--- config.mk ---
export PLATFORM = sky130hd
export DESIGN_NAME = frame_irq_arbiter
export DESIGN_NICKNAME = d
export VERILOG_FILES = /design/src/rtl/frame_irq_pkg.sv /design/src/rtl/fia_rst_sync.sv /design/src/rtl/fia_enable_regs.sv /design/src/rtl/fia_line_gen.sv /design/src/rtl/frame_irq_arbiter.sv
export SDC_FILE = /design/constraint.sdc
export NUM_CORES = 1
export LEC_CHECK = 0
export BUFFER_PORTS_ARGS = -buffer_cell sky130_fd_sc_hd__buf_2
export CAP_MARGIN = 20
export CORE_AREA = 8 8 45 47
export DETAILED_ROUTE_END_ITERATION = 7
export DIE_AREA = 0 0 53 55
export PLACE_DENSITY = 0.63
export SETUP_SLACK_MARGIN = 0.15
export SYNTH_ARGS = -nofsm -noshare
export SYNTH_HDL_FRONTEND = slang
export SYNTH_SLANG_ARGS = --single-unit
--- constraint.sdc ---
create_clock -name clk -period 0.8 [get_ports clk]
set_input_delay 0.04 -clock clk [delete_from_list [all_inputs] [get_ports clk]]
set_output_delay 0.04 -clock clk [all_outputs]
set_load 0.1 [all_outputs]
--- src/rtl/frame_irq_pkg.sv ---
package frame_irq_pkg;

  // Decoded view of one processor write to the arbiter
  typedef struct packed {
    logic play_wr;   // write to the active-low enable register
    logic demo_wr;   // write to the active-high enable register
    logic nonzero;   // any data bit set
    logic clear;     // nonzero write to either enable register
  } wr_dec_t;

endpackage

--- src/rtl/fia_rst_sync.sv ---
module fia_rst_sync #(
  parameter int unsigned STAGES = 2
) (
  input  logic clk,
  input  logic rst_n,
  output logic rst_s_n
);

  logic [STAGES-1:0] sync_q;

  always_ff @(posedge clk or negedge rst_n) begin
    if (!rst_n) sync_q <= '0;
    else        sync_q <= {sync_q[STAGES-2:0], 1'b1};
  end

  assign rst_s_n = sync_q[STAGES-1];

endmodule

--- src/rtl/fia_enable_regs.sv ---
module fia_enable_regs
  import frame_irq_pkg::*;
#(
  parameter int unsigned ADDR_W   = 4,
  parameter int unsigned DATA_W   = 8,
  parameter int unsigned PLAY_OFS = 10,
  parameter int unsigned DEMO_OFS = 15
) (
  input  logic              clk,
  input  logic              rst_n,
  input  logic              wr_en,
  input  logic [ADDR_W-1:0] wr_addr,
  input  logic [DATA_W-1:0] wr_data,
  output wr_dec_t           dec,
  output logic              nmi_en,
  output logic              snd_en
);

  localparam logic [ADDR_W-1:0] PLAY_A = ADDR_W'(PLAY_OFS);
  localparam logic [ADDR_W-1:0] DEMO_A = ADDR_W'(DEMO_OFS);

  logic nmi_en_q, nmi_en_d;
  logic snd_en_q, snd_en_d;
  logic reg_ce;

  // write decode
  always_comb begin
    dec.play_wr = wr_en && (wr_addr == PLAY_A);
    dec.demo_wr = wr_en && (wr_addr == DEMO_A);
    dec.nonzero = |wr_data;
    dec.clear   = (dec.play_wr || dec.demo_wr) && dec.nonzero;
  end

  assign reg_ce = dec.play_wr || dec.demo_wr;

  // next state
  always_comb begin
    nmi_en_d = nmi_en_q;
    snd_en_d = snd_en_q;
    if (dec.play_wr) begin
      nmi_en_d = !dec.nonzero;
      snd_en_d = !dec.nonzero;
    end else if (dec.demo_wr) begin
      nmi_en_d = dec.nonzero;
    end
  end

  // registers
  always_ff @(posedge clk or negedge rst_n) begin
    if (!rst_n) begin
      nmi_en_q <= 1'b0;
      snd_en_q <= 1'b0;
    end else if (reg_ce) begin
      nmi_en_q <= nmi_en_d;
      snd_en_q <= snd_en_d;
    end
  end

  assign nmi_en = nmi_en_q;
  assign snd_en = snd_en_q;

  AST_PLAY_POLARITY: assert property (@(posedge clk) disable iff (!rst_n)
    (wr_en && wr_addr == PLAY_A) |=> (nmi_en == !$past(|wr_data)) && (snd_en == nmi_en));
  AST_DEMO_POLARITY: assert property (@(posedge clk) disable iff (!rst_n)
    (wr_en && wr_addr == DEMO_A) |=> (nmi_en == $past(|wr_data)) && $stable(snd_en));
  AST_OTHER_OFFSET: assert property (@(posedge clk) disable iff (!rst_n)
    !(wr_en && (wr_addr == PLAY_A || wr_addr == DEMO_A)) |=> $stable(nmi_en) && $stable(snd_en));

endmodule

--- src/rtl/fia_line_gen.sv ---
module fia_line_gen #(
  parameter int unsigned COIN_W = 2
) (
  input  logic              clk,
  input  logic              rst_n,
  input  logic              frame_tick,
  input  logic [COIN_W-1:0] coin_n,
  input  logic              nmi_en,
  input  logic              clear,
  output logic              irq,
  output logic              nmi
);

  logic irq_q, irq_d;
  logic nmi_q, nmi_d;
  logic coin_seen;

  assign coin_seen = (coin_n == '0);

  // next state: coin beats NMI, clear beats both
  always_comb begin
    irq_d = irq_q;
    nmi_d = 1'b0;
    if (frame_tick) begin
      if (coin_seen)   irq_d = 1'b1;
      else if (nmi_en) nmi_d = 1'b1;
    end
    if (clear) begin
      irq_d = 1'b0;
      nmi_d = 1'b0;
    end
  end

  always_ff @(posedge clk or negedge rst_n) begin
    if (!rst_n) begin
      irq_q <= 1'b0;
      nmi_q <= 1'b0;
    end else begin
      irq_q <= irq_d;
      nmi_q <= nmi_d;
    end
  end

  assign irq = irq_q;
  assign nmi = nmi_q;

  AST_NMI_SINGLE: assert property (@(posedge clk) disable iff (!rst_n)
    nmi |=> !nmi);
  AST_IRQ_HOLD: assert property (@(posedge clk) disable iff (!rst_n)
    (irq && !clear) |=> irq);
  AST_COIN_PRIORITY: assert property (@(posedge clk) disable iff (!rst_n)
    (frame_tick && coin_n == '0 && !clear) |=> (irq && !nmi));
  AST_CLEAR_DROPS: assert property (@(posedge clk) disable iff (!rst_n)
    clear |=> (!irq && !nmi));
  AST_NMI_NEEDS_ENABLE: assert property (@(posedge clk) disable iff (!rst_n)
    (!frame_tick || !nmi_en) |=> !nmi);

endmodule

--- src/rtl/frame_irq_arbiter.sv ---
module frame_irq_arbiter
  import frame_irq_pkg::*;
#(
  parameter int unsigned ADDR_W   = 4,
  parameter int unsigned DATA_W   = 8,
  parameter int unsigned COIN_W   = 2,
  parameter int unsigned PLAY_OFS = 10,
  parameter int unsigned DEMO_OFS = 15,
  parameter int unsigned RST_STG  = 2
) (
  input  logic              clk,
  input  logic              rst_n,
  input  logic              frame_tick,
  input  logic [COIN_W-1:0] coin_n,
  input  logic              wr_en,
  input  logic [ADDR_W-1:0] wr_addr,
  input  logic [DATA_W-1:0] wr_data,
  output logic              irq,
  output logic              nmi,
  output logic              snd_en
);

  logic    rst_s_n;
  wr_dec_t dec;
  logic    nmi_en;

  fia_rst_sync #(.STAGES(RST_STG)) u_rst (
    .clk     (clk),
    .rst_n   (rst_n),
    .rst_s_n (rst_s_n)
  );

  fia_enable_regs #(
    .ADDR_W   (ADDR_W),
    .DATA_W   (DATA_W),
    .PLAY_OFS (PLAY_OFS),
    .DEMO_OFS (DEMO_OFS)
  ) u_regs (
    .clk     (clk),
    .rst_n   (rst_s_n),
    .wr_en   (wr_en),
    .wr_addr (wr_addr),
    .wr_data (wr_data),
    .dec     (dec),
    .nmi_en  (nmi_en),
    .snd_en  (snd_en)
  );

  fia_line_gen #(.COIN_W(COIN_W)) u_lines (
    .clk        (clk),
    .rst_n      (rst_s_n),
    .frame_tick (frame_tick),
    .coin_n     (coin_n),
    .nmi_en     (nmi_en),
    .clear      (dec.clear),
    .irq        (irq),
    .nmi        (nmi)
  );

  AST_RESET_QUIET: assert property (@(posedge clk)
    !rst_s_n |-> (!irq && !nmi && !snd_en));

endmodule

Word level (Yosys, flattened, before mapping). Index checks and enable logic that the tools add are counted.

Eq/ne operators: 2. Multiplexer cells: 9. Reduce and logical (&&, ||, !) cells: 13.

Operator list (number): 2-to-1 mux 1 bit (9); equality test 4 bit (second input constant) (2); OR reduction 8 bit (1); AND reduction 2 bit (3); nonzero test 2 bit (3); logical AND 1 bit (3); logical NOT 2 bit (1); logical NOT 1 bit (1); logical OR 1 bit (1).

Flip-flop bits (word level): 6. Output and inout bits: 3.

Longest topological paths before layout.
Depth after elaboration: 6. Depth in mapped cells: 3. Mapped depth without buffers: 3.

Hierarchy. From an unflattened synthesis, not the netlist that was laid out.

Cell total of the unflattened synthesis: 26. Area total of the unflattened synthesis: 284.0 um^2.

Modules (own cells, without submodules): fia_enable_regs (times used 1, cells each 15, area an instance 150.1 um^2, sequential area each 50.0 um^2); fia_line_gen (times used 1, cells each 8, area an instance 80.1 um^2, sequential area each 50.0 um^2); fia_rst_sync (times used 1, cells each 3, area an instance 53.8 um^2, sequential area each 50.0 um^2).

Worst setup path before layout. No wires, ideal clock.

Path kind: reg2reg. Start point: register u_regs.snd_en (netlist name). End point: register u_regs.snd_en_q, in the netlist u_regs.snd_en. Setup time: 110 ps. Arrival time: 1147 ps. Data required time: 690 ps. Slack: -457 ps. Cell stages (with the launch flop): 3. Path buffers: 0. Period minus slack after synthesis: 1257 ps. Cells stage by stage: dfrtp_1 -> o31ai_1 -> o41ai_1.

RTL lines: to (signal assigned) (RTL line fia_enable_regs.sv:55) `snd_en_q <= snd_en_d;`; to (decl) (RTL line fia_enable_regs.sv:23) `logic snd_en_q, snd_en_d;`.

Worst setup path in the final report.
Start point: register u_regs.snd_en_q, in the netlist u_regs.snd_en. End point: output port snd_en.

RTL lines: to (decl) (RTL line frame_irq_arbiter.sv:20) `output logic snd_en`.

No word-level cell between the ends.

==> impl_metrics.py <==
metrics = {
    "clock_network": {
        "clk_latency_ns": 0.24,
        "clk_path_buf_depth": 2,
        "clkTransAtPathRegs_ns": 0.05,
        "htreeDepth": 1,
        "cts_num_sinks": 6,
        "clockRootBuffer": "clkbuf_4",
        "numCtsBuffers": 3,
        "cts_tree": "done",
    },
    "synth": {
        "synth_flop_cell": "dfrtp_1",
        "ys_types": 18,
        "synth_edf_count": 0,
        "synthesis.nets": 45,
        "yosysWarnings": 0,
        "synthArstFlopShare_pct": 100,
        "synth_top_cell_by_area": "dfrtp_1",
        "yosysSeqAreaShare_pct": 48.4,
        "yosysTopAreaCellShare_pct": 48.4,
        "netlist_instances": 27,
        "syn_area_um2": 310,
        "synth_area_leaders": "dfrtp_1 (48%), nor4_4 (14%), a31oi_1 (4.0%)",
        "ys_seq_elements": 6,
        "synth_area_per_cell_um2": 11.5,
    },
    "drt": {
        "wl_per_cell_um": 12.8,
        "wl_met3_um": 73,
        "num_vias": 341,
        "dr_wl_met2_um": 566,
        "wl_met1_um": 307,
        "vias_per_cell": 4.61,
        "routed_wl_um": 947,
        "first_pass_iters": 2,
        "highest_layer": "met3",
        "drc_errors": 0,
        "detail-route-antenna-nets": 0,
        "drt_iter0_drc": 1,
    },
    "critical_path": {
        "critPathKind": "reg2out",
        "crit_family": "flip-flops",
        "worstPathMaxFanout": 2,
        "max_stage_delay_ns": 0.49,
        "r2r_slack_ns": -0.11,
        "cp_slowest_cell": "dfrtp_4",
        "worstPathArrival_ns": 0.91,
        "startpoint_type": "register",
        "path_buf_inv": 1,
        "crit_path_cell_trace": "buf_12",
        "cp.required_ns": 0.76,
        "endpoint_kind": "primary output",
    },
    "floorplan": {
        "die_height_um": 55,
        "die_area_um2": 2920,
        "io_pins": 21,
        "start_util_pct": 22.4,
        "fp.dieW_um": 53,
        "core-area_um2": 1380,
        "rows": 14,
    },
    "layout": {
        "num-nets-final": 77,
        "area_growth_pct": 96.8,
        "final_cells": 74,
        "antenna_cells": 0,
        "final_common_cell": "buf_2",
        "fin_util_pct": 44.1,
        "layout_common_cells": "buf_2 (16), buf_4 (5)",
        "drive_gt1_share_pct": 67.2,
    },
    "min_path": {
        "min-delay-path-class": "reg2async",
    },
    "pwr": {
        "power.leakage_nw": 0.268,
        "vdd_ir_drop_max_mv": 0.462,
        "power.density_nw_per_um2": 1660,
    },
    "timing": {
        "fmax_mhz": 1050,
        "tns_ns": -0.593,
        "post-route-period-util_pct": 119,
        "fin_skew_ns": 0.00815,
        "min_period_ns": 0.951,
        "finalHoldViolCount": 0,
        "setup_violations": 5,
        "setup_ws_ns": -0.151,
        "rsz0062_at_grt": "true",
        "drv_slew": 0,
    },
    "place": {
        "placed_cells": 67,
        "dp_hpwl_um": 832,
        "gp_congestion": 0.782,
        "io_buffers": 20,
        "preCtsSetupSlack_ns": -0.266,
    },
    "outcome": {
        "status": "complete, but fails checks",
        "violations": "setup timing",
    },
    "global_routing": {
        "grt_max_degree": 6,
        "track_usage_pct": 7.63,
        "grt_first_pass_wirelength_mm": 1.57,
        "overflow": 0,
        "grt_pass1_vias": 396,
        "antenna_found_initial": 0,
    },
    "flow_run": {
        "drv_cap": 0,
    },
}
-- final cells by class --
type | count | area (um^2)
clock buffer | 4 | 26.3
sequential | 6 | 161
fill | 142 | 773
tap | 16 | 20.0
timing repair buffer | 27 | 210
multi-input combinational | 21 | 193
-- metrics by stage --
step / hold slack [ns] / power, mW / instance area [um^2]
after floorplan: -0.256 / 0.531 / 327
after global placement: -0.174 / 0.689 / 522
after detailed placement: -0.172 / 0.696 / 522
after CTS: 0.0542 / 1.04 / 611
after global routing: 0.0629 / 1.08 / 611
final: 0.0460 / 1.02 / 611
-- logic make-up (layout without fill, tap and decap cells) --
kind of cell	Yosys count	after routing	synth area share, %
AO/OA/AOI/OAI	7	7	16.5
flip-flops	6	6	48.4
AND/OR/NAND/NOR	13	13	33.9
buffers and inverters	0	31	0
other	1	1	1.21
-- synth_stat cells (2+ instances only) --
| cell type | count |
|---|---|
| a31oi_1 | 2 |
| dfrtp_1 | 6 |
| nor4_4 | 2 |
| nand2b_1 | 2 |
| nand2_1 | 2 |
-- final timing paths --
check | startpoint | to | depth (start not counted)
max in group asynchronous | u_rst.sync_q[1] | u_lines.nmi | 0
min in group clk | frame_tick | u_lines.nmi | 3
worst min register to register | u_rst.sync_q[1] | u_regs.snd_en | 0
worst min-delay path | u_rst.sync_q[1] | u_regs.snd_en | 0
worst max-delay path | u_regs.snd_en | snd_en | 1
worst max register to register | u_regs.snd_en | u_regs.snd_en | 3
-- registers in the layout (all words and copies together), names as in the netlist --
signal	flops
u_lines.irq	1
u_lines.nmi	1
u_regs.nmi_en	1
u_regs.snd_en	1
u_rst.sync_q	2
-- metal layers --
layer / GRT usage, % / vias to the layer above
met5: 0 / -
met4: 8.62 / 0
met3: 2.14 / 0
met2: 13.7 / 9
met1: 6.31 / 165
li1: - / 167
-- report_power, final --
part | leakage (nW) | total [mW] | internal (mW) | switching, mW
sequential | 0.0682 | 0.372 | 0.346 | 0.0262
combinational | 0.185 | 0.351 | 0.155 | 0.196
clock | 0.0150 | 0.294 | 0.189 | 0.105
-- timing repair --
item	in CTS	in global routing
setup buffers	2	0
cloned	0	0
endpoints found under the setup margin	7	7
gates resized for setup	6	0
hold buffers	1	0
hold endpoints to repair	2	0
pin swaps	3	0
(Power assumes the default switching activity.)
